### config.mk
export PLATFORM = sky130hd
export DESIGN_NAME = sfs_fetch_seq
export DESIGN_NICKNAME = d
export VERILOG_FILES = /design/src/rtl/sfs_pkg.sv /design/src/rtl/sfs_id_check.sv /design/src/rtl/sfs_wait_timer.sv /design/src/rtl/sfs_byte_track.sv /design/src/rtl/sfs_fetch_seq.sv
export SDC_FILE = /design/constraint.sdc
export NUM_CORES = 1
export LEC_CHECK = 0
export ABC_AREA = 0
export BUFFER_PORTS_ARGS = -buffer_cell sky130_fd_sc_hd__buf_2
export CAP_MARGIN = 0
export CORE_UTILIZATION = 46
export DETAILED_ROUTE_END_ITERATION = 10
export GPL_ROUTABILITY_DRIVEN = 0
export PLACE_DENSITY = 0.71
export SYNTH_ARGS = -nofsm -noshare
export SYNTH_HDL_FRONTEND = slang
export SYNTH_SLANG_ARGS = --single-unit
### constraint.sdc
create_clock -name clk -period 4.25 [get_ports clk]
set_input_delay 0.2125 -clock clk [delete_from_list [all_inputs] [get_ports clk]]
set_output_delay 0.2125 -clock clk [all_outputs]
set_load 0.02 [all_outputs]
### src/rtl/sfs_pkg.sv
// Package: shared state encoding for the secure-area fetch sequencer.
// Assumes: included first in compile order.
package sfs_pkg;

    typedef enum logic [1:0] {
        ST_IDLE  = 2'd0,
        ST_ISSUE = 2'd1,
        ST_RECV  = 2'd2,
        ST_WAIT  = 2'd3
    } seq_state_e;

endpackage

### src/rtl/sfs_id_check.sv
// Module: classifies a card identifier.
// It flags identifiers that are all zeros or all ones as unusable and
// reports the speed bit (top bit, 1 = slow card).
// Assumes: purely combinational; the caller latches the results.
module sfs_id_check #(
    parameter int ID_W = 32
) (
    input  logic [ID_W-1:0] id_in,
    output logic            id_bad,
    output logic            id_slow
);

    // Decode the two unusable patterns and the speed bit.
    always_comb begin
        id_bad  = (id_in == '0) || (id_in == '1);
        id_slow = id_in[ID_W-1];
    end

endmodule

### src/rtl/sfs_wait_timer.sv
// Module: down-counter for the post-commit hold-off.
// Loading sets the count; it then counts down to zero and rests there.
// Assumes: load and counting never overlap within one cycle.
module sfs_wait_timer #(
    parameter int TO_W = 16
) (
    input  logic            clk,
    input  logic            rst_n,
    input  logic            load,
    input  logic [TO_W-1:0] load_val,
    output logic            expired
);

    logic [TO_W-1:0] cnt;

    // Load or decrement the hold-off count.
    always_ff @(posedge clk) begin
        if (!rst_n) begin
            cnt <= '0;
        end else if (load) begin
            cnt <= load_val;
        end else if (cnt != '0) begin
            cnt <= cnt - 1'b1;
        end
    end

    // Signal that the hold-off has run out.
    always_comb expired = (cnt == '0);

    // without a load the count may never rise
    assert_timer_no_rise_R3: assert property (@(posedge clk) disable iff (!rst_n)
        !load |=> (cnt <= $past(cnt)));

endmodule

### src/rtl/sfs_byte_track.sv
// Module: byte counters for one transfer and for the running bank offset.
// Provides the in-bank offset of the next byte and flags the last byte
// of the open transfer.
// Assumes: xfer_len is nonzero whenever accept is raised.
module sfs_byte_track #(
    parameter int LEN_W = 13,
    parameter int OFS_W = 12
) (
    input  logic             clk,
    input  logic             rst_n,
    input  logic             clr_xfer,
    input  logic             clr_bank,
    input  logic             accept,
    input  logic [LEN_W-1:0] xfer_len,
    output logic [OFS_W-1:0] ofs,
    output logic             last_byte
);

    logic [LEN_W-1:0] xfer_cnt;

    // Count bytes inside the current transfer.
    always_ff @(posedge clk) begin
        if (!rst_n) begin
            xfer_cnt <= '0;
        end else if (clr_xfer) begin
            xfer_cnt <= '0;
        end else if (accept) begin
            xfer_cnt <= xfer_cnt + 1'b1;
        end
    end

    // Count bytes inside the current bank.
    always_ff @(posedge clk) begin
        if (!rst_n) begin
            ofs <= '0;
        end else if (clr_bank) begin
            ofs <= '0;
        end else if (accept) begin
            ofs <= ofs + 1'b1;
        end
    end

    // Mark the byte that closes the transfer.
    always_comb last_byte = (xfer_cnt == xfer_len - LEN_W'(1));

    // no byte is taken beyond the announced length
    assert_xfer_bound_R6: assert property (@(posedge clk) disable iff (!rst_n)
        accept |-> (xfer_cnt < xfer_len));

endmodule

### src/rtl/sfs_fetch_seq.sv
// Module: secure-area bank fetch sequencer (top).
// It reads the card identifier on start and runs either the single-read
// scheme (one full-bank command per bank) or the slow scheme (a commit
// with no data, a header-timed wait, then repeated chunk reads). It then
// forwards the received bytes tagged with bank and offset.
// Assumes: the card returns exactly cmd_len bytes after each strobe and
// the inputs card_id, hdr_timeout and fetch_order are valid at start.
module sfs_fetch_seq
    import sfs_pkg::*;
#(
    parameter int BANK_BYTES = 4096,
    parameter int SLOW_CHUNK = 512,
    parameter int NUM_BANKS  = 4,
    parameter int FIRST_BANK = 4,
    parameter int ID_W       = 32,
    parameter int TO_W       = 16,
    parameter int BANK_W     = 16,
    localparam int REPS      = BANK_BYTES / SLOW_CHUNK,
    localparam int REP_W     = (REPS > 1) ? $clog2(REPS) : 1,
    localparam int ORD_W     = (NUM_BANKS > 1) ? $clog2(NUM_BANKS) : 1,
    localparam int LEN_W     = $clog2(BANK_BYTES) + 1,
    localparam int OFS_W     = $clog2(BANK_BYTES)
) (
    input  logic                       clk,
    input  logic                       rst_n,
    input  logic                       start,
    input  logic [ID_W-1:0]            card_id,
    input  logic [TO_W-1:0]            hdr_timeout,
    input  logic [NUM_BANKS*ORD_W-1:0] fetch_order,
    output logic                       cmd_strobe,
    output logic [BANK_W-1:0]          cmd_bank,
    output logic [LEN_W-1:0]           cmd_len,
    input  logic                       rx_valid,
    input  logic [7:0]                 rx_data,
    output logic                       out_valid,
    output logic [7:0]                 out_data,
    output logic [BANK_W-1:0]          out_bank,
    output logic [OFS_W-1:0]           out_offset,
    output logic                       busy,
    output logic                       done,
    output logic                       id_error
);

    seq_state_e                 state;
    logic                       slow_q;
    logic                       committed_q;
    logic [TO_W-1:0]            timeout_q;
    logic [NUM_BANKS*ORD_W-1:0] order_q;
    logic [ORD_W-1:0]           bank_idx;
    logic [REP_W-1:0]           rep_q;
    logic [LEN_W-1:0]           cur_len;
    logic                       done_q;
    logic                       err_q;

    logic                       id_bad;
    logic                       id_slow;
    logic                       tmr_expired;
    logic                       tmr_load;
    logic                       accept;
    logic                       last_byte;
    logic [OFS_W-1:0]           ofs;
    logic [ORD_W-1:0]           order_entry;

    sfs_id_check #(.ID_W(ID_W)) u_id_check (
        .id_in   (card_id),
        .id_bad  (id_bad),
        .id_slow (id_slow)
    );

    sfs_wait_timer #(.TO_W(TO_W)) u_wait_timer (
        .clk      (clk),
        .rst_n    (rst_n),
        .load     (tmr_load),
        .load_val (timeout_q),
        .expired  (tmr_expired)
    );

    sfs_byte_track #(.LEN_W(LEN_W), .OFS_W(OFS_W)) u_byte_track (
        .clk       (clk),
        .rst_n     (rst_n),
        .clr_xfer  (state == ST_ISSUE),
        .clr_bank  ((state == ST_ISSUE) && (!slow_q || !committed_q)),
        .accept    (accept),
        .xfer_len  (cur_len),
        .ofs       (ofs),
        .last_byte (last_byte)
    );

    // Pick the order entry of the bank in progress.
    always_comb order_entry = order_q[bank_idx*ORD_W +: ORD_W];

    // Form the command fields and the output stream.
    always_comb begin
        cmd_strobe = (state == ST_ISSUE);
        cmd_bank   = BANK_W'(FIRST_BANK) + BANK_W'(order_entry);
        if (!slow_q) begin
            cmd_len = LEN_W'(BANK_BYTES);
        end else if (!committed_q) begin
            cmd_len = '0;
        end else begin
            cmd_len = LEN_W'(SLOW_CHUNK);
        end
        tmr_load   = cmd_strobe && (cmd_len == '0);
        accept     = (state == ST_RECV) && rx_valid;
        out_valid  = accept;
        out_data   = rx_data;
        out_bank   = cmd_bank;
        out_offset = ofs;
        busy       = (state != ST_IDLE);
        done       = done_q;
        id_error   = err_q;
    end

    // Sequence commands, waits and bank switches.
    always_ff @(posedge clk) begin
        if (!rst_n) begin
            state       <= ST_IDLE;
            slow_q      <= 1'b0;
            committed_q <= 1'b0;
            timeout_q   <= '0;
            order_q     <= '0;
            bank_idx    <= '0;
            rep_q       <= '0;
            cur_len     <= '0;
            done_q      <= 1'b0;
            err_q       <= 1'b0;
        end else begin
            done_q <= 1'b0;
            case (state)
                ST_IDLE: begin
                    if (start) begin
                        err_q <= id_bad;
                        if (!id_bad) begin
                            slow_q      <= id_slow;
                            timeout_q   <= hdr_timeout;
                            order_q     <= fetch_order;
                            bank_idx    <= '0;
                            rep_q       <= '0;
                            committed_q <= 1'b0;
                            state       <= ST_ISSUE;
                        end
                    end
                end
                ST_ISSUE: begin
                    cur_len <= cmd_len;
                    state   <= (cmd_len == '0) ? ST_WAIT : ST_RECV;
                end
                ST_WAIT: begin
                    if (tmr_expired) begin
                        committed_q <= 1'b1;
                        state       <= ST_ISSUE;
                    end
                end
                ST_RECV: begin
                    if (accept && last_byte) begin
                        if (slow_q && (rep_q != REP_W'(REPS - 1))) begin
                            rep_q <= rep_q + 1'b1;
                            state <= ST_ISSUE;
                        end else begin
                            rep_q       <= '0;
                            committed_q <= 1'b0;
                            if (bank_idx == ORD_W'(NUM_BANKS - 1)) begin
                                done_q <= 1'b1;
                                state  <= ST_IDLE;
                            end else begin
                                bank_idx <= bank_idx + 1'b1;
                                state    <= ST_ISSUE;
                            end
                        end
                    end
                end
                default: state <= ST_IDLE;
            endcase
        end
    end

    // a quick card is always asked for a whole bank
    assert_fast_full_bank_R1: assert property (@(posedge clk) disable iff (!rst_n)
        (cmd_strobe && !slow_q) |-> (cmd_len == LEN_W'(BANK_BYTES)));

    // every strobe is a single cycle
    assert_strobe_single_R2: assert property (@(posedge clk) disable iff (!rst_n)
        cmd_strobe |=> !cmd_strobe);

    // a commit is never followed directly by data or another command
    assert_commit_then_wait_R3: assert property (@(posedge clk) disable iff (!rst_n)
        (cmd_strobe && (cmd_len == '0)) |=> (!cmd_strobe && !out_valid));

    // command banks stay inside the protected range
    assert_bank_range_R5: assert property (@(posedge clk) disable iff (!rst_n)
        cmd_strobe |-> ((cmd_bank >= BANK_W'(FIRST_BANK)) &&
                        (cmd_bank <  BANK_W'(FIRST_BANK + NUM_BANKS))));

    // completion leaves the block idle
    assert_done_idle_R7: assert property (@(posedge clk) disable iff (!rst_n)
        done |-> !busy);

    // a rejected identifier never starts a fetch
    assert_err_quiet_R8: assert property (@(posedge clk) disable iff (!rst_n)
        id_error |-> !busy);

endmodule

==> key figures <==
Drt
  – Post-route antenna net violation count: 0
  – DR pass1 iterations: 4
  – Number of DRC markers in iteration 0: 98
  – Drc violations: 0
  – Vias per Instance: 5.15
  – WL final: 8700 um
  – Detailed-route via count: 3335
  – Wire per inst: 13.4 um

Layout
  – Fin nets: 613
  – Layout Utilization: 53.2%
  – # fillers: 850
  – Area growth from synthesis to layout: 11.3%
  – Most frequent cells in the layout: buf_2, dfxtp_1, nor2_1
  – Most common cell after layout, fill and taps aside: buf_2
  – Ant. Diodes: 0
  – Ratio of cells with drive above 1 in the final layout: 22.6%
  – Non-Filler Instances: 647

Timing
  – Final hold violation count: 0
  – Setup tns final: 0 ns
  – Slew @ Worst Pin: 0.686 ns
  – Slew Viols, Final: 0
  – Skew final: 0.00787 ns
  – Period Utilization, post-route: 56.6%
  – Worst slew margin: 53.9%
  – Tmin final: 2.40 ns
  – Setup violators final: 0
  – RSZ-0062 raised after global routing: no
  – Fmax: 416 MHz

Power
  – Sw Ratio: 37.1%
  – Power share of the sequential group: 39.1%
  – Sw Pwr: 0.906 mW
  – Int Pwr: 1.54 mW
  – Clock power frac: 22.7%
  – PD cells: 524 nW/um^2
  – Comb pwr share: 38.2%
  – Leakage: 2.01 nW
  – Worst vdd ir: 0.289 mV

Setup path
  – Max incr delay on CP: 0.53 ns
  – Crit path DAT: 2.65 ns
  – WS Path Type: reg2reg
  – Critical path peak fanout: 12
  – Reg2reg end: committed_q
  – Worst r2r src: state[0]
  – Crit start category: flip-flop
  – CP required: 4.49 ns
  – CP max stage cell: and2_1
  – Worst reg-to-reg path cell count: 7
  – Setup crit end kind: flip-flop
  – Critical Path, Cell by Cell: inv_1 > ha_1 > and2_1 > nand4_4 > o31ai_2 > o211ai_1 > o221a_1
  – Reg2reg setup slack: 1.85 ns

Floorplan
  – Initial cell density of the core: 47.8%
  – Die Width: 97.4 um
  – Placement Rows: 34
  – Die Span Y: 97.4 um
  – Core Footprint: 8760 um^2
  – Die ar.: 9490 um^2
  – # IOs: 138

Status
  – Status: completed

Synth
  – Async S/R FF share, synth: 0%
  – Ranking of synthesized cells by area: dfxtp_1, buf_4, mux2i_1
  – Post-synthesis sequential area ratio: 37.3%
  – Library cells used by synthesis: 54
  – Top FF cell, synth: dfxtp_1
  – Synth Cell Area: 4190 um^2
  – Synth area leader: dfxtp_1
  – Synthesized flop and latch total: 78
  – Syn_area_per_cell: 8.99 um^2
  – Yosys top cell area share: 37.3%
  – EDFF count, synth: 0
  – Yosys warning count: 0
  – Cells after Synth: 466

CTS
  – Worst-Skew Late Latency: 0.35 ns
  – Hold-fix buffers, CTS: 0
  – CTS Buffer Depth: 2
  – Post-cts gate resize count: 0
  – CTS tree: built
  – H-tree Lvls: 3
  – # clock sinks: 78
  – Worst-path clk slew: 0.08 ns
  – Clock Tree Root: clkbuf_8
  – Clock buffer count from CTS: 9
  – Post-CTS Setup Bufs: 0

Placement
  – Placed Instances: 631
  – Port buffer count: 82
  – Hpwl dp: 6620 um

Min path
  – Worst hold start: hdr_timeout[0]
  – Worst Hold Endpoint: timeout_q[0]
  – Hold WC Path Type: in2reg
  – Hold Path Depth: 3

Global routing
  – Vias in the first global route: 3188
  – Largest net degree at the start of global routing: 38
  – Total gr overflow: 0
  – Overall Global Routing Usage: 18.8%
  – Initial antenna violation count: 0
  – First-pass GRT wire length: 14500 um

Run
  – Max_cap viols: 0
## synthesized netlist by cell type, types with 2 or more instances
master,number
a211oi_1,2
a21oi_1,13
a22oi_1,4
and2_1,2
and3_1,5
and4_1,4
buf_2,3
buf_4,50
buf_6,2
clkbuf_1,9
conb_1,2
dfxtp_1,78
ha_1,11
inv_1,12
mux2i_1,36
mux4_2,2
nand2_1,32
nand2b_1,3
nand3_1,13
nand3b_1,3
nand4_1,15
nand4b_1,2
nor2_1,61
nor2_2,3
nor3_1,5
nor3_2,2
nor4_1,9
nor4_2,5
nor4b_1,2
o211ai_1,4
o21ai_0,12
o21ai_1,2
o31a_1,3
or3_1,6
xnor2_1,14
xor2_1,17
## registers in the layout, indices dropped and copies added, names as in the netlist
signal / flops
rep_q: 3
cur_len: 2
bank_idx: 2
u_byte_track.xfer_cnt: 13
slow_q: 1
u_byte_track.ofs: 12
state: 2
u_wait_timer.cnt: 16
committed_q: 1
order_q: 8
id_error: 1
timeout_q: 16
done: 1
## worst max-delay path, delay by kind of cell (launching register included)
| family | cells | cell delay (ns) |
|---|---|---|
| DFF | 1 | 0.35 |
| buffers and inverters | 1 | 0.09 |
| adders and majority gates | 1 | 0.35 |
| AOI/OAI and AO/OA | 3 | 0.72 |
| and+or+nand+nor | 2 | 0.79 |
## area by class of cell
cell class | count | area (um^2) | area share (%)
clock buffer | 11 | 141 | 3.03
inverter | 13 | 48.8 | 1.05
multi-input combinational | 346 | 2280 | 48.8
tap | 108 | 135 | 2.90
timing repair buffer | 86 | 440 | 9.44
sequential | 78 | 1560 | 33.5
clock inverter | 5 | 58.8 | 1.26
## worst max-delay path by stage
stage                   from                    to  cells past startpoint
global placement    state[0]           committed_q                      7
floorplan           state[1]  u_wait_timer.cnt[14]                      8
finish              state[0]           committed_q                      7
CTS                 state[0]           committed_q                      7
detailed placement  state[0]           committed_q                      7
global route        state[0]           committed_q                      7
## metal layers
metal | wire length, um | track usage [%]
met5 | 0 | 0
met4 | 130 | 7.69
met2 | 4450 | 33.5
met1 | 3590 | 21.8
met3 | 528 | 4.03
## metrics by stage
stage / hold WS [ns] / area, um^2 / power, mW / setup slack (ns)
after global placement: 0.425 / 4460 / 1.86 / 1.98
final: 0.0906 / 4660 / 2.44 / 1.85
after CTS: 0.0879 / 4660 / 2.47 / 1.82
after floorplan: 0.359 / 4330 / 1.74 / 2.36
after detailed placement: 0.425 / 4460 / 1.91 / 1.85
after global routing: 0.0869 / 4660 / 2.62 / 1.64
## power by group through the flow
stage / registers (mW) / clock network [mW] / logic [mW]
global route: 0.970 / 0.599 / 1.05
floorplan: 0.947 / 0 / 0.796
finish: 0.956 / 0.554 / 0.933
global placement: 0.963 / 0 / 0.902
detailed placement: 0.971 / 0 / 0.937
CTS: 0.955 / 0.571 / 0.943
## kinds of logic (layout without fill, tap and decap cells)
| family | Yosys count | count (layout) | share of synthesized area (%) |
|---|---|---|---|
| buffers and inverters | 79 | 115 | 12.1 |
| other | 2 | 39 | 0.179 |
| DFF | 78 | 78 | 37.3 |
| adders and majority gates | 11 | 11 | 3.28 |
| and+or+nand+nor | 179 | 179 | 23.1 |
| AOI/OAI and AO/OA | 48 | 48 | 7.88 |
| muxes | 38 | 38 | 9.67 |
| xor gates and xnor gates | 31 | 31 | 6.48 |
No activity file was read; power rests on OpenSTA's default activity.
